**src/rtl/wbc_pkg.sv**
```systemverilog
package wbc_pkg;

  typedef enum logic [3:0] {
    S_IDLE,
    S_LOOKUP,
    S_RDCAP,
    S_WB_RD,
    S_WB_LD,
    S_WB_SETUP,
    S_WB_STB,
    S_FL_SET,
    S_FL_SETUP,
    S_FL_STB,
    S_FL_WAIT
  } ctrlState_t;

  // strobes from the sequencer to the datapath
  typedef struct packed {
    logic awrLoad;    // capture request
    logic cntClr;     // clear byte counter
    logic cntInc;     // advance byte counter
    logic useCnt;     // RAM address/data from line transfer
    logic ramWen;     // local RAM write
    logic memLoad;    // load memory bus registers
    logic memWr;      // direction loaded with memLoad
    logic useOldTag;  // memory address uses stored tag
    logic lineFill;   // install new tag, valid, clean
    logic lineDirty;  // mark line dirty
    logic rdCapture;  // latch RAM output for CPU
  } ctlStrobe_t;

endpackage

```
**src/rtl/wbc_datapath.sv**
```systemverilog
module wbc_datapath
  import wbc_pkg::*;
#(
  parameter int TAG_W  = 8,
  parameter int IDX_W  = 3,
  parameter int OFF_W  = 5,
  parameter int DATA_W = 8
) (
  input  logic                          clk,
  input  logic                          rstN,
  input  ctlStrobe_t                    ctl,
  input  logic                          cpuWrite,
  input  logic [TAG_W+IDX_W+OFF_W-1:0]  cpuAddr,
  input  logic [DATA_W-1:0]             cpuWdata,
  output logic [DATA_W-1:0]             cpuRdata,
  output logic [IDX_W+OFF_W-1:0]        ramAddr,
  output logic [DATA_W-1:0]             ramWdata,
  output logic                          ramWen,
  input  logic [DATA_W-1:0]             ramRdata,
  output logic [TAG_W+IDX_W+OFF_W-1:0]  memAddr,
  output logic                          memWrite,
  output logic [DATA_W-1:0]             memWdata,
  input  logic [DATA_W-1:0]             memRdata,
  output logic                          hit,
  output logic                          victimDirty,
  output logic                          reqWrite,
  output logic                          cntLast
);

  localparam int ADDR_W = TAG_W + IDX_W + OFF_W;
  localparam int LINES  = 1 << IDX_W;

  // address word register
  logic [TAG_W-1:0]  awrTag;
  logic [IDX_W-1:0]  awrIdx;
  logic [OFF_W-1:0]  awrOff;
  logic              awrWrite;
  logic [DATA_W-1:0] awrData;

  always_ff @(posedge clk) begin
    if (!rstN) begin
      awrTag   <= '0;
      awrIdx   <= '0;
      awrOff   <= '0;
      awrWrite <= 1'b0;
      awrData  <= '0;
    end else if (ctl.awrLoad) begin
      awrTag   <= cpuAddr[ADDR_W-1 -: TAG_W];
      awrIdx   <= cpuAddr[OFF_W +: IDX_W];
      awrOff   <= cpuAddr[OFF_W-1:0];
      awrWrite <= cpuWrite;
      awrData  <= cpuWdata;
    end
  end

  // line state
  logic [TAG_W-1:0] tagArr [LINES];
  logic [LINES-1:0] validArr;
  logic [LINES-1:0] dirtyArr;

  always_ff @(posedge clk) begin
    if (!rstN) begin
      validArr <= '0;
      dirtyArr <= '0;
    end else begin
      if (ctl.lineFill) begin
        validArr[awrIdx] <= 1'b1;
        dirtyArr[awrIdx] <= 1'b0;
      end
      if (ctl.lineDirty) begin
        dirtyArr[awrIdx] <= 1'b1;
      end
    end
  end

  always_ff @(posedge clk) begin
    if (ctl.lineFill) begin
      tagArr[awrIdx] <= awrTag;
    end
  end

  // per-line tag compare
  logic [LINES-1:0] lineHit;
  for (genvar g = 0; g < LINES; g++) begin : g_cmp
    assign lineHit[g] = validArr[g] && (tagArr[g] == awrTag);
  end

  assign hit         = lineHit[awrIdx];
  assign victimDirty = validArr[awrIdx] && dirtyArr[awrIdx];
  assign reqWrite    = awrWrite;

  // line transfer byte counter
  logic [OFF_W-1:0] cnt;
  always_ff @(posedge clk) begin
    if (!rstN || ctl.cntClr) begin
      cnt <= '0;
    end else if (ctl.cntInc) begin
      cnt <= cnt + 1'b1;
    end
  end
  assign cntLast = &cnt;

  // local RAM side
  assign ramAddr  = {awrIdx, ctl.useCnt ? cnt : awrOff};
  assign ramWdata = ctl.useCnt ? memRdata : awrData;
  assign ramWen   = ctl.ramWen;

  // main memory bus registers
  logic [TAG_W-1:0] busTag;
  assign busTag = ctl.useOldTag ? tagArr[awrIdx] : awrTag;

  always_ff @(posedge clk) begin
    if (!rstN) begin
      memAddr  <= '0;
      memWrite <= 1'b0;
      memWdata <= '0;
    end else if (ctl.memLoad) begin
      memAddr  <= {busTag, awrIdx, cnt};
      memWrite <= ctl.memWr;
      memWdata <= ramRdata;
    end
  end

  // CPU read data
  always_ff @(posedge clk) begin
    if (!rstN) begin
      cpuRdata <= '0;
    end else if (ctl.rdCapture) begin
      cpuRdata <= ramRdata;
    end
  end

  // installing a line makes the pending request hit
  p_fill_then_hit_r7: assert property (@(posedge clk) disable iff (!rstN)
    ctl.lineFill |=> hit);

  // a write hit leaves the line dirty
  p_write_marks_dirty_r5: assert property (@(posedge clk) disable iff (!rstN)
    ctl.lineDirty |=> victimDirty);

endmodule

```
**src/rtl/wbc_control.sv**
```systemverilog
module wbc_control
  import wbc_pkg::*;
#(
  parameter int MEM_LAT = 1
) (
  input  logic       clk,
  input  logic       rstN,
  input  logic       cpuSel,
  input  logic       hit,
  input  logic       victimDirty,
  input  logic       reqWrite,
  input  logic       cntLast,
  output ctlStrobe_t ctl,
  output logic       cpuReady,
  output logic       memStrobe
);

  localparam int LAT_W = $clog2(MEM_LAT + 1);

  ctrlState_t       state, nxt;
  logic             armed;
  logic [LAT_W-1:0] latCnt;

  always_ff @(posedge clk) begin
    if (!rstN) begin
      state <= S_IDLE;
    end else begin
      state <= nxt;
    end
  end

  // a new request needs select to be seen low first
  always_ff @(posedge clk) begin
    if (!rstN) begin
      armed <= 1'b1;
    end else if (!cpuSel) begin
      armed <= 1'b1;
    end else if (state == S_IDLE) begin
      armed <= 1'b0;
    end
  end

  always_ff @(posedge clk) begin
    if (!rstN) begin
      latCnt <= '0;
    end else if (state == S_FL_STB) begin
      latCnt <= LAT_W'(1);
    end else if (state == S_FL_WAIT) begin
      latCnt <= latCnt + 1'b1;
    end
  end

  always_comb begin
    ctl       = '0;
    nxt       = state;
    memStrobe = 1'b0;
    unique case (state)
      S_IDLE: begin
        if (cpuSel && armed) begin
          ctl.awrLoad = 1'b1;
          nxt         = S_LOOKUP;
        end
      end
      S_LOOKUP: begin
        ctl.cntClr = 1'b1;
        if (hit) begin
          if (reqWrite) begin
            ctl.ramWen    = 1'b1;
            ctl.lineDirty = 1'b1;
            nxt           = S_IDLE;
          end else begin
            nxt = S_RDCAP;
          end
        end else if (victimDirty) begin
          nxt = S_WB_RD;
        end else begin
          nxt = S_FL_SET;
        end
      end
      S_RDCAP: begin
        ctl.rdCapture = 1'b1;
        nxt           = S_IDLE;
      end
      S_WB_RD: begin
        ctl.useCnt = 1'b1;
        nxt        = S_WB_LD;
      end
      S_WB_LD: begin
        ctl.useCnt    = 1'b1;
        ctl.memLoad   = 1'b1;
        ctl.memWr     = 1'b1;
        ctl.useOldTag = 1'b1;
        nxt           = S_WB_SETUP;
      end
      S_WB_SETUP: nxt = S_WB_STB;
      S_WB_STB: begin
        memStrobe  = 1'b1;
        ctl.cntInc = 1'b1;
        nxt        = cntLast ? S_FL_SET : S_WB_RD;
      end
      S_FL_SET: begin
        ctl.memLoad = 1'b1;
        nxt         = S_FL_SETUP;
      end
      S_FL_SETUP: nxt = S_FL_STB;
      S_FL_STB: begin
        memStrobe = 1'b1;
        nxt       = S_FL_WAIT;
      end
      S_FL_WAIT: begin
        if (latCnt == LAT_W'(MEM_LAT)) begin
          ctl.useCnt = 1'b1;
          ctl.ramWen = 1'b1;
          ctl.cntInc = 1'b1;
          if (cntLast) begin
            ctl.lineFill = 1'b1;
            nxt          = S_LOOKUP;
          end else begin
            nxt = S_FL_SET;
          end
        end
      end
      default: nxt = S_IDLE;
    endcase
  end

  assign cpuReady = (state == S_IDLE);

  // strobe lasts a single cycle
  p_strobe_pulse_r9: assert property (@(posedge clk) disable iff (!rstN)
    memStrobe |=> !memStrobe);

  // capturing a request drops ready next cycle
  p_accept_drop_r4: assert property (@(posedge clk) disable iff (!rstN)
    (cpuReady && cpuSel && armed) |=> !cpuReady);

  // no memory traffic while reporting ready
  p_busy_strobe_r4: assert property (@(posedge clk) disable iff (!rstN)
    memStrobe |-> !cpuReady);

endmodule

```
**src/rtl/wb_cache_ctrl.sv**
```systemverilog
module wb_cache_ctrl
  import wbc_pkg::*;
#(
  parameter int TAG_W   = 8,
  parameter int IDX_W   = 3,
  parameter int OFF_W   = 5,
  parameter int DATA_W  = 8,
  parameter int MEM_LAT = 1
) (
  input  logic                          clk,
  input  logic                          rstN,
  input  logic                          cpuSel,
  input  logic                          cpuWrite,
  input  logic [TAG_W+IDX_W+OFF_W-1:0]  cpuAddr,
  input  logic [DATA_W-1:0]             cpuWdata,
  output logic [DATA_W-1:0]             cpuRdata,
  output logic                          cpuReady,
  output logic [IDX_W+OFF_W-1:0]        ramAddr,
  output logic [DATA_W-1:0]             ramWdata,
  output logic                          ramWen,
  input  logic [DATA_W-1:0]             ramRdata,
  output logic [TAG_W+IDX_W+OFF_W-1:0]  memAddr,
  output logic                          memWrite,
  output logic [DATA_W-1:0]             memWdata,
  output logic                          memStrobe,
  input  logic [DATA_W-1:0]             memRdata
);

  ctlStrobe_t ctl;
  logic       hit;
  logic       victimDirty;
  logic       reqWrite;
  logic       cntLast;

  wbc_control #(
    .MEM_LAT (MEM_LAT)
  ) u_control (
    .clk         (clk),
    .rstN        (rstN),
    .cpuSel      (cpuSel),
    .hit         (hit),
    .victimDirty (victimDirty),
    .reqWrite    (reqWrite),
    .cntLast     (cntLast),
    .ctl         (ctl),
    .cpuReady    (cpuReady),
    .memStrobe   (memStrobe)
  );

  wbc_datapath #(
    .TAG_W  (TAG_W),
    .IDX_W  (IDX_W),
    .OFF_W  (OFF_W),
    .DATA_W (DATA_W)
  ) u_datapath (
    .clk         (clk),
    .rstN        (rstN),
    .ctl         (ctl),
    .cpuWrite    (cpuWrite),
    .cpuAddr     (cpuAddr),
    .cpuWdata    (cpuWdata),
    .cpuRdata    (cpuRdata),
    .ramAddr     (ramAddr),
    .ramWdata    (ramWdata),
    .ramWen      (ramWen),
    .ramRdata    (ramRdata),
    .memAddr     (memAddr),
    .memWrite    (memWrite),
    .memWdata    (memWdata),
    .memRdata    (memRdata),
    .hit         (hit),
    .victimDirty (victimDirty),
    .reqWrite    (reqWrite),
    .cntLast     (cntLast)
  );

  // bus fields settle one cycle ahead of the strobe
  p_mem_setup_r9: assert property (@(posedge clk) disable iff (!rstN)
    memStrobe |-> ($stable(memAddr) && $stable(memWrite) && $stable(memWdata)));

  // read data holds while idle
  p_rdata_hold_r6: assert property (@(posedge clk) disable iff (!rstN)
    (cpuReady && $past(cpuReady)) |-> $stable(cpuRdata));

endmodule

```
**config.mk**
```make
export PLATFORM = sky130hd
export DESIGN_NAME = wb_cache_ctrl
export DESIGN_NICKNAME = d
export VERILOG_FILES = /design/src/rtl/wbc_pkg.sv /design/src/rtl/wbc_datapath.sv /design/src/rtl/wbc_control.sv /design/src/rtl/wb_cache_ctrl.sv
export SDC_FILE = /design/constraint.sdc
export NUM_CORES = 1
export LEC_CHECK = 0
export ABC_AREA = 1
export BUFFER_PORTS_ARGS = -buffer_cell sky130_fd_sc_hd__buf_4
export CAP_MARGIN = 20
export CORE_MARGIN = 4
export CORE_UTILIZATION = 35
export DETAILED_ROUTE_END_ITERATION = 7
export SYNTH_ARGS = -nofsm -noshare
export SYNTH_HDL_FRONTEND = slang
export SYNTH_HIERARCHICAL = 1
export SYNTH_SLANG_ARGS = --single-unit
```
**constraint.sdc**
```tcl
create_clock -name clk -period 2.3 [get_ports clk]
set_input_delay 0.345 -clock clk [delete_from_list [all_inputs] [get_ports clk]]
set_output_delay 0.345 -clock clk [all_outputs]
set_load 0.005 [all_outputs]
```
Word-level counts from Yosys, hierarchy flattened
Memories as Yosys holds them, arrays and structs flattened. A register that Yosys moved wholly into a read port is not among the register bits.
Index checks and enable logic that the tools add are counted.
- register bits: 85
- RAM bits: 64
- input port bits: 44
- output and inout bits: 52
- logic and storage cells: 110
- memories: 1
- memories (name ; words ; bits a word ; read ports ; clocked after memory_dff ; write ports ; line ; RTL):
    u_datapath.tagArr ; 8 ; 8 ; 9 ; 1 ; 1 ; wbc_datapath.sv:57 ; logic [TAG_W-1:0] tagArr [LINES];
- add/subtract/negate cells: 2
- order comparisons: 2
- equal/unequal tests: 20
- mux-type cells: 45
- bitwise operators: 4
- reduce and logical (&&, ||, !) cells: 21
- operator list (operator ; count):
    $eq 8x8->1 ; 8
    $mux 8 ; 5
    $pmux 4 s10 ; 1
    $mux 3 ; 7
    $mux 1 ; 20
    $eq 4x3->1 const B ; 4
    $or 8x8->8 ; 2
    $eq 4x4->1 const B ; 3
    $logic_and 1x1->1 ; 11
    $bmux 1 s3 ; 3
    $and 8x8->8 ; 1
    $eq 4x2->1 const B ; 2
    $mux 4 ; 2
    $not 8->8 ; 1
    $pmux 1 s2 ; 3
    $reduce_or 2->1 ; 3
    $add 5x1->5 const B ; 1
    $mux 5 ; 1
    $reduce_and 5->1 ; 1
    $eq 4x1->1 const B ; 1
    $logic_not 4->1 ; 1
    $lt 3x4->1 const B ; 1
    $mux 2 ; 2
    $ne 2x1->1 const B ; 2
    other kinds (7) ; 8

Depth between registers and ports, before layout
Gate-level depths: netlist of the first run.
- depth after elaboration: 10
- depth in mapped cells: 18
- mapped depth without buffers: 17

By module
Netlist of the first run, hierarchy kept.
- by module, submodules not included (module ; times used ; cells each ; area each (um2) ; seq. area each (um2)):
    wbc_datapath ; 1 ; 803 ; 6787.8 ; 3563.4
    wbc_control ; 1 ; 79 ; 454.2 ; 120.1

Least setup slack after synthesis of the first run
Ideal clock, no wire load.
- kind: register to register
- from: register u_datapath.cnt[0]
- to: memory u_datapath.tagArr[4][0] (enable)
- setup time: 0.343 ns
- data arrival time: 1.613 ns
- data required time: 1.957 ns
- setup slack: 0.344 ns
- stages on the path, launching flop included: 10
- path buffers: 1
- clock period less this slack: 1.956 ns
- path through: dfxtp_1 -> ha_1 -> inv_1 -> nor3_1 -> ha_1 -> inv_1 -> nor2_1 -> inv_1 -> clkbuf_1 -> nor2_2
- RTL lines (what ; line ; RTL):
    from (decl) ; wbc_datapath.sv:93 ; logic [OFF_W-1:0] cnt;
    from (signal assigned) ; wbc_datapath.sv:98 ; cnt <= cnt + 1'b1;
    to (decl) ; wbc_datapath.sv:57 ;

Worst setup path after layout of the first run
- from: register u_datapath.awrTag[0]
- to: output ramWen
- longest elaborated chain between the ends: 6
- elaborated cells on any way between the ends: 20
- classes of those cells: 8 x eq/ne; 4 x mux; 8 x reduce/logical
- RTL lines (what ; line ; RTL):
    from (decl) ; wbc_datapath.sv:34 ; logic [TAG_W-1:0] awrTag;
    from (signal assigned) ; wbc_datapath.sv:48 ; awrTag <= cpuAddr[ADDR_W-1 -: TAG_W];
    $eq 8x8->1 ; wbc_datapath.sv:85 ; assign lineHit[g] = validArr[g] && (tagArr[g] == awrTag);
    $logic_and 1x1->1 ; wbc_datapath.sv:85 ;
    $bmux 1 s3 * ; wbc_datapath.sv:88 ; assign hit = lineHit[awrIdx];
    $mux 1 (not written as such) * ; wbc_datapath.sv:88 ;
    named net hit ; wb_cache_ctrl.sv:30 ; logic hit;
    $mux 1 * ; wbc_control.sv:66 ; if (hit) begin
    $pmux 1 s2 * ; wbc_control.sv:57 ; unique case (state)
    to (decl) ; wb_cache_ctrl.sv:20 ; output logic ramWen,
Mark *: on every way through the listed nets, which the timed path passes. The rest lies on a longest branch. The select of a mux whose other input is x is not followed.

==> out/metrics.csv, run 1 <==
stage;metric;value;unit
place;port_buffers;95;
setup_path;cp_common_cell;nand2_1;
sta;slew_headroom;0.583;
yosys;synth_cell_types;41;
floorplan;fp.dieW;152;µm
setup_path;worst_setup_path_end_kind;output pin;
setup_path;cp_max_fo;8;
hold_path;hold_path.class;input pin to flop;
yosys;syn_area;7240;µm²
sta;min_period;2.37;ns
floorplan;die-area;23100;µm²
global_routing;grt-ovfl-total;0;
sta;finalCritPeriodShare;1.03;
place;routabilityCongestion;0.900;
yosys;ys_ff_latch;152;
sta;fmax;421;MHz
place;dpl.hpwl;14400;µm
floorplan;ios;96;
sta;setup_viol;1;
setup_path;worstPathRequired;1.96;ns
detailed_routing;detail-route-antenna-nets;0;
sta;skew;0.0112;ns
place;dpl-instance-area;8420;µm²
cells_and_area;layout_common_cells;144 x buf_4, 142 x nand2_1, 119 x nor2_1;
cells_and_area;area_growth;30.5;%
cells_and_area;nFillCells;1950;
setup_path;slowest_stage;dfxtp_2;
sta;setup_slack;-0.0735;ns
sta;worstMarginPinSlew;0.626;ns
cells_and_area;drive_above_1_share;0.264;
pwr;irDropWorstVdd;546;µV
yosys;ys.warnings.count;6;
clock_tree;cts_buffer_depth;2;
floorplan;core;20300;µm²
setup_path;cpPeakStageDelay;0.34;ns
clock_tree;clkSinkCount;152;
setup_path;crit_family;simple AND/OR/NAND/NOR gates;
detailed_routing;routed_wl;21100;µm
global_routing;grt_start_max_net_pins;67;
setup_path;worstPathArrival;2.03;ns
floorplan;start_util;0.357;
setup_path;critPathKind;flop to output pin;
detailed_routing;drc;0;
global_routing;grt_pass1_wl;33500;µm
detailed_routing;routed-wl-met2;9920;µm
clock_tree;numCtsBuffers;17;
sta;final_max_slew_viol_count;0;
detailed_routing;vias;6364;
status;violations;negative setup slack;
yosys;synth_top_cell_area_share;0.265;
cells_and_area;final_area;9450;µm²
sta;timing.hold.ws;0.115;ns
clock_tree;cts_tree;built;
detailed_routing;vias_per_cell;4.89;
sta;rsz0062_at_grt;true;
detailed_routing;first_pass_iters;5;
setup_path;regToRegSetupSlack;0.20;ns
floorplan;die-height;152;µm
yosys;synth_cells;882;
cells_and_area;final_common_cell;buf_4;
clock_tree;clk_pin_slew;0.07;ns
yosys;yosys.area.top_type;edfxtp_1;
sta;hold_violations;0;
detailed_routing;drtIter0Drc;491;
clock_tree;root_buffer;clkbuf_16;
floorplan;rows;52;
detailed_routing;wl_met3;1380;µm
detailed_routing;routed.top_layer;met4;
pwr;leakage;3.96;nW
global_routing;antenna_found_initial;0;
global_routing;grt_pass1_vias;6092;
yosys;synth_sequential_area_ratio;0.509;
clock_tree;cts_hold_buf;0;
detailed_routing;wire_per_inst;16.2;µm
job;drv_cap;0;
pwr;p_per_area;1060;nW/µm²
global_routing;track_usage;0.181;
status;status;complete, but fails checks;
clock_tree;clkLatencyLatePin;0.43;ns
yosys;synthTopCellsByArea;edfxtp_1 27%, dfxtp_1 24%, nand2_1 8.0%;
yosys;syn_area_per_cell;8.21;µm²
clock_tree;cts-htree-levels;4;
setup_path;worstSetupStartpointType;flop;
cells_and_area;nets;1065;
yosys;syn_nets;928;
setup_path;path_cells;buf_6 > buf_12 > nand2_1 > nand3_1 > nor2_2 > nand3_1 > nand2_1 > nand2_1 > nand2_2 > inv_2 > nand2_4 > nand2_4 > o21ai_2 > buf_4;
cells_and_area;n_antenna_cell;0;
setup_path;worst-path-buf-inv;4;
detailed_routing;wl_met1;9630;µm
[power breakdown]
group / total [W] / leakage (nW) / internal, W / switching, W
registers: 0.00356 / 1.31 / 0.00328 / 0.000280
logic: 0.00364 / 2.35 / 0.00158 / 0.00206
clock network: 0.00283 / 0.302 / 0.00164 / 0.00119
total: 0.0100 / 3.96 / 0.00650 / 0.00353
[path summary, 6_finish.rpt]
check,start,depth (start not counted),endpoint
worst max-delay path,u_datapath/awrTag[0]$_SDFFE_PN0P_,14,ramWen
worst max register to register,u_datapath/awrTag[0]$_SDFFE_PN0P_,17,u_datapath/dirtyArr[6]$_SDFF_PN0_
worst min-delay path,cpuSel,2,u_control/armed$_SDFFE_PN1P_
worst min register to register,u_datapath/awrData[5]$_SDFFE_PN0P_,2,u_datapath/awrData[5]$_SDFFE_PN0P_
[cells in the mapped netlist (all sizes together)]
cell type,instances
a2bb2oi,1
o22ai,4
a31oi,1
or2,2
clkbuf,22
nor3,7
inv,80
nand3b,3
o21a,5
nor2,136
xnor2,24
clkinv,3
ha,2
edfxtp,64
a211oi,1
buf,24
a21oi,73
nand2,159
nand3,34
xor2,12
a22oi,1
nor4,1
o211ai,10
nand4,5
dfxtp,88
o221ai,3
o21ai,117
[cells by family (layout without fill, tap and decap cells)]
group / Yosys count / after routing / synth area share
DFF: 152 / 152 / 0.509
xor gates and xnor gates: 36 / 36 / 0.0435
buffers and inverters: 129 / 279 / 0.0814
adders and majority gates: 2 / 2 / 0.00345
and+or+nand+nor: 347 / 347 / 0.203
AOI/OAI and AO/OA: 216 / 216 / 0.160
[through the flow]
stage           util  TNS (ns)  cells  setup WS, ns  total power (W)
5_1_grt        0.465    -0.179   1302        -0.179           0.0106
4_1_cts        0.457    -0.102   1291        -0.102          0.00987
3_3_place_gp   0.415         0   1242        0.0674          0.00678
3_5_place_dp   0.415         0   1242        0.0368          0.00679
2_1_floorplan      -         0    882         0.344          0.00547
6_report       0.465   -0.0735   1302       -0.0735           0.0100
[layer usage]
layer  global-route usage  up-vias
li1                     -     3191
met1                0.247     2961
met2                0.292      200
met3               0.0466       12
met4               0.0415        0
met5                    0        -
[layout make-up]
cell class                      count  area [µm²]  area share
Sequential cell                   152        3720       0.394
Multi-Input combinational cell    601        3080       0.326
Timing Repair Buffer              164        1390       0.147
Clock buffer                       19         475      0.0503
Tap cell                          270         338      0.0358
Inverter                           83         320      0.0339
Clock inverter                     13         125      0.0132
[worst reg2reg max path, cell delays in order, from the launching register on]
cell	delay (ns)
dfxtp_2	0.34
buf_6	0.13
buf_12	0.13
nand2_1	0.06
nand3_1	0.11
nor2_2	0.13
nand3_1	0.08
nand2_1	0.08
nand2_1	0.06
nand2_2	0.07
inv_2	0.04
nand2_4	0.09
nand2_4	0.06
buf_4	0.13
nor2_1	0.13
buf_4	0.17
nand3_1	0.08
a21oi_1	0.15
[repair_timing]
action,CTS,global route
setup buffers,12,11
pin swaps,21,17
resized for setup,41,30
cloned,5,0
endpoints found under the setup margin,13,24
[state kept, by name, indices dropped and copies added, names as in the netlist, named ones only]
signal / count
u_control/state: 4
u_datapath/memAddr: 16
u_datapath/awrIdx: 3
u_datapath/tagArr: 64
u_datapath/cpuRdata: 8
u_control/latCnt: 1
u_control/armed: 1
u_datapath/awrData: 8
u_datapath/reqWrite: 1
u_datapath/memWrite: 1
u_datapath/awrOff: 5
u_datapath/cnt: 5
u_datapath/dirtyArr: 8
u_datapath/awrTag: 8
u_datapath/memWdata: 8
u_datapath/validArr: 8
No activity file was read; power rests on OpenSTA's default activity.
==> inputs of run 2 (changes only) <==
--- a/config.mk
+++ b/config.mk
@@ -13,5 +13,4 @@
 export DETAILED_ROUTE_END_ITERATION = 7
 export SYNTH_ARGS = -nofsm -noshare
 export SYNTH_HDL_FRONTEND = slang
-export SYNTH_HIERARCHICAL = 1
 export SYNTH_SLANG_ARGS = --single-unit
==> run 2 against run 1 <==
Effect of this change:
- the run still ends with negative setup slack left
- via count rose by 1.1%
- wire length is 2.8% higher
- sequential power barely moved
- global-route usage increased by 1.1 points
- final area decreased by 1.6%
- area after synthesis shrank 1.3%
- core utilization down 0.44 points
- first-iteration DRC count up 21%
- clock power down 2%
- clock skew shrank 0.0029 ns
==> out/metrics.csv, run 2 <==
stage;metric;value;unit
setup_path;r2r_cells;8;
sta;worstMarginPinSlew;0.763;ns
cells_and_area;n_antenna_cell;0;
setup_path;regToRegSetupSlack;0.32;ns
cells_and_area;drive_above_1_share;0.239;
pwr;irDropWorstVdd;602;µV
job;drv_cap;0;
floorplan;fp.dieW;151;µm
yosys;syn_area;7150;µm²
place;pre_cts_ws;0.00320;ns
yosys;synth-main-ff-cell;dfxtp_1;
yosys;synthTopCellsByArea;edfxtp_1 27%, dfxtp_1 25%, o21ai_0 9.0%;
global_routing;gr-usage-met2;0.299;
cells_and_area;regMostFlops;u_datapath.tagArr;
sta;setup_slack;-0.100;ns
yosys;yosys.cell_count.top_type;nand2_1;
pwr;finalPower;0.00975;W
pwr;leakage;3.91;nW
global_routing;grt_pass1_vias;6187;
setup_path;worstSetupStartpointType;flop;
yosys;syn_area_per_cell;7.99;µm²
floorplan;die-height;151;µm
clock_tree;cts-htree-levels;4;
global_routing;track_usage;0.193;
detailed_routing;first_pass_iters;5;
global_routing;antenna_found_initial;0;
clock_tree;root_buffer;clkbuf_16;
hold_path;hold_path.class;input pin to flop;
status;violations;negative setup slack;
sta;skew;0.00835;ns
yosys;ys.warnings.count;0;
global_routing;use_met3;0.0500;
setup_path;cp_common_cell;nand2_1;
setup_path;cp_max_fo;3;
setup_path;critPathLaunch;u_datapath.tagArr[7][0]$_DFFE_PP_;
clock_tree;cts_tree;built;
yosys;yosys.area.top_type;edfxtp_1;
sta;rsz0062_at_grt;true;
yosys;async_reset_ff_frac;0;
cells_and_area;layout_common_cells;156 x nand2_1, 140 x buf_4, 121 x o21ai_0;
sta;setup_viol;1;
setup_path;worstPathRequired;1.96;ns
cells_and_area;top_regs;u_datapath.tagArr (64), u_datapath.memAddr (16);
hold_path;worstHoldPathCells;2;
sta;finalCritPeriodShare;1.04;
place;routabilityCongestion;0.895;
floorplan;ios;96;
detailed_routing;vias_per_cell;4.91;
setup_path;slowest_stage;edfxtp_1;
yosys;synth_top_cell_area_share;0.269;
setup_path;r2r-end;u_datapath.memAddr[8]$_SDFFE_PN0P_;
setup_path;critPathKind;flop to output pin;
floorplan;die-area;22800;µm²
detailed_routing;drtIter0Drc;596;
sta;hold_violations;0;
sta;final_max_slew_viol_count;0;
floorplan;rows;52;
clock_tree;clkSinkCount;152;
clock_tree;cts_hold_buf;0;
detailed_routing;wire_per_inst;16.6;µm
cells_and_area;final_common_cell;nand2_1;
detailed_routing;vias;6435;
hold_path;min-delay-start;cpuSel;
cells_and_area;largest_register_ffs;64;
setup_path;worstPathArrival;2.06;ns
yosys;synth_cells;895;
status;status;complete, but fails checks;
setup_path;cpPeakStageDelay;0.44;ns
yosys;synth_cell_types;37;
global_routing;gr-max-usage-layer;met2;
detailed_routing;detail-route-antenna-nets;0;
detailed_routing;drc;0;
hold_path;whs_endpoint;u_control.armed$_SDFFE_PN1P_;
sta;timing.hold.ws;0.132;ns
yosys;synth_common_cells;163 x nand2_1, 128 x o21ai_0, 109 x nor2_1;
floorplan;start_util;0.355;
clock_tree;cts_buffer_depth;2;
place;place_inst;1262;
global_routing;grt_pass1_wl;33400;µm
pwr;p_per_area;1050;nW/µm²
sta;finalSetupTns;-0.100;ns
global_routing;use_met1;0.262;
clock_tree;clkLatencyLatePin;0.43;ns
detailed_routing;routed_wl;21700;µm
sta;slew_headroom;0.489;
yosys;ys_ff_latch;152;
sta;fmax;417;MHz
yosys;syn_nets;941;
cells_and_area;stdcell_count;1310;
yosys;synth-edff-count;64;
setup_path;r2r-start;u_control.state[0]$_SDFFE_PN0P_;
sta;min_period;2.40;ns
setup_path;worst_setup_path_end_kind;output pin;
cells_and_area;area_growth;30.0;%
floorplan;core;20200;µm²
cells_and_area;nets;1073;
global_routing;grt-ovfl-total;0;
clock_tree;clk_pin_slew;0.06;ns
place;dpl.hpwl;14800;µm
place;port_buffers;95;
global_routing;grt_start_max_net_pins;39;
yosys;synth_sequential_area_ratio;0.515;
clock_tree;numCtsBuffers;17;
setup_path;path_cells;inv_1 > nand2_1 > nand2_1 > nand2_1 > nor2_2 > nand4_1 > nand3_2 > nand2_2 > nor2_4 > nand2_2 > o21ai_2 > buf_4;
-- run 2: worst max path at each step --
stage / endpoint / slack, ns / cells after the start
floorplan: u_datapath.tagArr[7][0]$_DFFE_PP_ / 0.36 / 9
CTS: ramWen / -0.11 / 11
global route: ramWen / -0.22 / 11
finish: ramWen / -0.10 / 12
detailed placement: ramWen / 0.003 / 11
global placement: ramWen / 0.01 / 11
-- run 2: area by class of cell --
| cell class | count | area [µm²] |
|---|---|---|
| Clock buffer | 19 | 454 |
| Inverter | 109 | 425 |
| Clock inverter | 13 | 128 |
| Sequential cell | 152 | 3720 |
| Multi-Input combinational cell | 592 | 2970 |
| Timing Repair Buffer | 155 | 1270 |
| Tap cell | 270 | 338 |
| Fill cell | 2003 | 10900 |
-- run 2: where the power goes --
group          switching [W]  total [W]  internal (W)
clock network        0.00120    0.00278       0.00158
logic                0.00198    0.00342       0.00145
registers           0.000269    0.00354       0.00327
total                0.00345    0.00975       0.00630
-- run 2: logic make-up after synthesis --
| group | after synthesis | share of synthesized area |
|---|---|---|
| adder cells (fa/ha/maj) | 2 | 0.00350 |
| XOR/XNOR | 24 | 0.0294 |
| flip-flops | 152 | 0.515 |
| AND/OR/NAND/NOR | 336 | 0.194 |
| AO/OA/AOI/OAI | 230 | 0.168 |
| buffers and inverters | 151 | 0.0896 |
-- run 2: worst max-delay path: cells and delay by family, from the launching register on --
kind | cells | cell delay (ns)
compound gates | 1 | 0.14
buf+inv | 2 | 0.21
flops | 1 | 0.44
simple gates | 9 | 0.83
-- run 2: routing by layer --
layer | up-vias | part of all wire
li1 | 3214 | -
met1 | 2959 | 0.45
met2 | 224 | 0.45
met3 | 38 | 0.073
met4 | 0 | 0.023
met5 | - | 0
-- run 2: metrics by stage --
step / area, µm² / util
global route: 9300 / 0.461
finish: 9300 / 0.461
global placement: 8340 / 0.414
floorplan: 7150 / -
CTS: 9210 / 0.457
detailed placement: 8340 / 0.414
-- run 2: timing repair --
item,4_1_cts,5_1_grt
resized for setup,56,26
pin swaps,20,7
setup buffers,13,1
cloned,1,1
endpoints found under the setup margin,14,14
==> inputs of run 3 (changes only) <==
--- a/config.mk
+++ b/config.mk
@@ -5,11 +5,11 @@
 export SDC_FILE = /design/constraint.sdc
 export NUM_CORES = 1
 export LEC_CHECK = 0
-export ABC_AREA = 1
 export BUFFER_PORTS_ARGS = -buffer_cell sky130_fd_sc_hd__buf_4
 export CAP_MARGIN = 20
 export CORE_MARGIN = 4
 export CORE_UTILIZATION = 35
+export CTS_CLUSTER_SIZE = 16
 export DETAILED_ROUTE_END_ITERATION = 7
 export SYNTH_ARGS = -nofsm -noshare
 export SYNTH_HDL_FRONTEND = slang
==> run 3 against run 2 <==
Effect of this change:
- the flow still finishes with violations (negative setup slack)
- sequential share of layout area down 0.26 points
- die area down 2.2%
- count of clock-buffer cells in the layout up 1
- critical path type unchanged
- via count down 13%
- total power down 14%
- final area up 0.13%
- fmax down 10%
- sequential power down 9.9%
- flip-flop and latch count unchanged
- global-route usage down 1.7 points
- cell count down 16%
- combinational power down 28%
==> out/metrics.csv, run 3 <==
stage;metric;value;unit
cells_and_area;nets;865;
setup_path;r2r-start;u_control.state[2]$_SDFFE_PN0P_;
cells_and_area;drive_above_1_share;0.329;
setup_path;worst-path-buf-inv;2;
global_routing;grt_start_max_net_pins;28;
clock_tree;clkLatencyLatePin;0.44;ns
clock_tree;numCtsBuffers;17;
detailed_routing;wire_per_inst;17.8;µm
pwr;p_per_area;897;nW/µm²
detailed_routing;vias;5581;
yosys;synth-main-ff-cell;dfxtp_1;
setup_path;critPathKind;flop to output pin;
sta;slew_headroom;0.355;
yosys;synth_cells;666;
detailed_routing;drc;0;
cells_and_area;area_growth;33.3;%
detailed_routing;first_pass_iters;5;
cells_and_area;stdcell_count;1097;
setup_path;cp_max_fo;18;
yosys;synth_cell_types;50;
yosys;synth-edff-count;64;
cells_and_area;final_common_cell;buf_4;
sta;skew;0.0101;ns
clock_tree;clk_pin_slew;0.07;ns
yosys;synth_common_cells;112 x nand2_1, 88 x dfxtp_1, 67 x a21oi_1;
status;status;complete, but fails checks;
setup_path;slowest_stage;dfxtp_1;
yosys;yosys.area.top_type;edfxtp_1;
yosys;synth_sequential_area_ratio;0.528;
global_routing;grt_pass1_vias;5398;
sta;min_period;2.68;ns
job;drv_cap;0;
sta;hold_violations;0;
detailed_routing;routed_wl;19500;µm
global_routing;grt-ovfl-total;0;
place;place_inst;1041;
place;routabilityCongestion;0.907;
cells_and_area;nFillCells;1845;
setup_path;worst_setup_path_end_kind;output pin;
yosys;async_reset_ff_frac;0;
hold_path;hold_path.class;input pin to flop;
pwr;leakage;3.49;nW
clock_tree;root_buffer;clkbuf_16;
clock_tree;cts_buffer_depth;2;
setup_path;worstPathRequired;1.96;ns
yosys;synth_top_cell_area_share;0.275;
cells_and_area;n_antenna_cell;0;
clock_tree;cts-htree-levels;4;
cells_and_area;layout_common_cells;151 x buf_4, 110 x nand2_1, 81 x dfxtp_1;
clock_tree;cts_tree;built;
sta;timing.hold.ws;0.118;ns
floorplan;fp.dieW;149;µm
sta;setup_slack;-0.375;ns
sta;setup_viol;14;
status;violations;negative setup slack;
sta;fmax;374;MHz
yosys;ys.warnings.count;0;
clock_tree;clkSinkCount;152;
place;port_buffers;95;
cells_and_area;regMostFlops;u_datapath.tagArr;
place;dpl.hpwl;13600;µm
global_routing;grt_pass1_wl;30000;µm
floorplan;core;19500;µm²
floorplan;die-height;149;µm
pwr;irDropWorstVdd;541;µV
sta;worstMarginPinSlew;0.968;ns
detailed_routing;vias_per_cell;5.09;
sta;rsz0062_at_grt;true;
floorplan;rows;51;
hold_path;min-delay-start;cpuSel;
cells_and_area;largest_register_ffs;64;
yosys;syn_area_per_cell;10.5;µm²
yosys;ys_ff_latch;152;
floorplan;ios;96;
floorplan;die-area;22300;µm²
setup_path;worstPathArrival;2.33;ns
setup_path;path_cells;buf_12 > xor2_1 > nor4_1 > nand4_1 > o22ai_1 > o22a_2 > nand2_4 > o21bai_4 > buf_6;
setup_path;crit_family;compound AO/OA/AOI/OAI gates;
yosys;synthTopCellsByArea;edfxtp_1 28%, dfxtp_1 25%, nand2_1 6.0%;
detailed_routing;detail-route-antenna-nets;0;
setup_path;worstSetupStartpointType;flop;
floorplan;start_util;0.358;
sta;final_max_slew_viol_count;0;
yosys;syn_area;6980;µm²
yosys;yosys.cell_count.top_type;nand2_1;
sta;finalCritPeriodShare;1.16;
global_routing;antenna_found_initial;0;
global_routing;track_usage;0.176;
setup_path;cpPeakStageDelay;0.33;ns
cells_and_area;top_regs;u_datapath.tagArr (64), u_datapath.memAddr (16);
setup_path;critPathLaunch;u_datapath.awrTag[7]$_SDFFE_PN0P_;
detailed_routing;drtIter0Drc;461;
yosys;syn_nets;712;
## run 3: per-stage QoR
step / cell area, µm² / total power [W] / TNS [ns] / worst slack [ns] / util
after CTS: 9150 / 0.00827 / -0.434 / -0.404 / 0.469
after detailed placement: 8300 / 0.00536 / -0.00593 / -0.00593 / 0.425
after global routing: 9310 / 0.00874 / -1.69 / -0.483 / 0.477
after floorplan: 6980 / 0.00449 / 0 / 0.107 / -
final: 9310 / 0.00835 / -0.903 / -0.375 / 0.477
after global placement: 8300 / 0.00535 / -0.00622 / -0.00622 / 0.425
## run 3: layout make-up
cell class                      count  area, µm²  share of cell area
Sequential cell                   152       3700               0.397
Timing Repair Buffer              176       1470               0.158
Tap cell                          265        332              0.0356
Clock buffer                       20        489              0.0525
Inverter                            7       26.3             0.00282
Multi-Input combinational cell    465       3210               0.345
Clock inverter                     12       87.6             0.00941
## run 3: where the power goes
group          total [W]  switching (W)  leakage, nW  internal [W]
logic            0.00246        0.00128         1.89       0.00119
registers        0.00319       0.000170         1.31       0.00302
clock network    0.00270        0.00116        0.293       0.00154
total            0.00835        0.00260         3.49       0.00575
## run 3: path summary, 6_finish.rpt
| check | to | slack [ns] | cells past startpoint |
|---|---|---|---|
| worst max-delay path | ramWen | -0.38 | 9 |
| worst min-delay path | u_control.armed$_SDFFE_PN1P_ | 0.12 | 2 |
| worst max register to register | u_datapath.memWrite$_SDFFE_PN0P_ | 0 | 17 |
| worst min register to register | u_datapath.memAddr[5]$_SDFFE_PN0P_ | 0.45 | 2 |
## run 3: what timing repair did
item | in CTS | in global routing
gates resized for setup | 33 | 34
cloned | 1 | 0
setup buffers | 20 | 5
endpoints found under the setup margin | 14 | 17
hold buffers | 0 | 0
pin swaps | 7 | 6
## run 3: cell families after synthesis
logic type	synth area share
flip-flops	0.528
buffers and inverters	0.0373
multiplexers	0.0980
AND/OR/NAND/NOR	0.150
adder cells (fa/ha/maj)	0.00358
AO/OA/AOI/OAI	0.100
XOR/XNOR	0.0840
## run 3: metal layers
layer,global-route usage,part of all wire
met1,0.251,0.47
met2,0.266,0.46
met3,0.0444,0.061
met4,0.0462,0.0098
met5,0,0
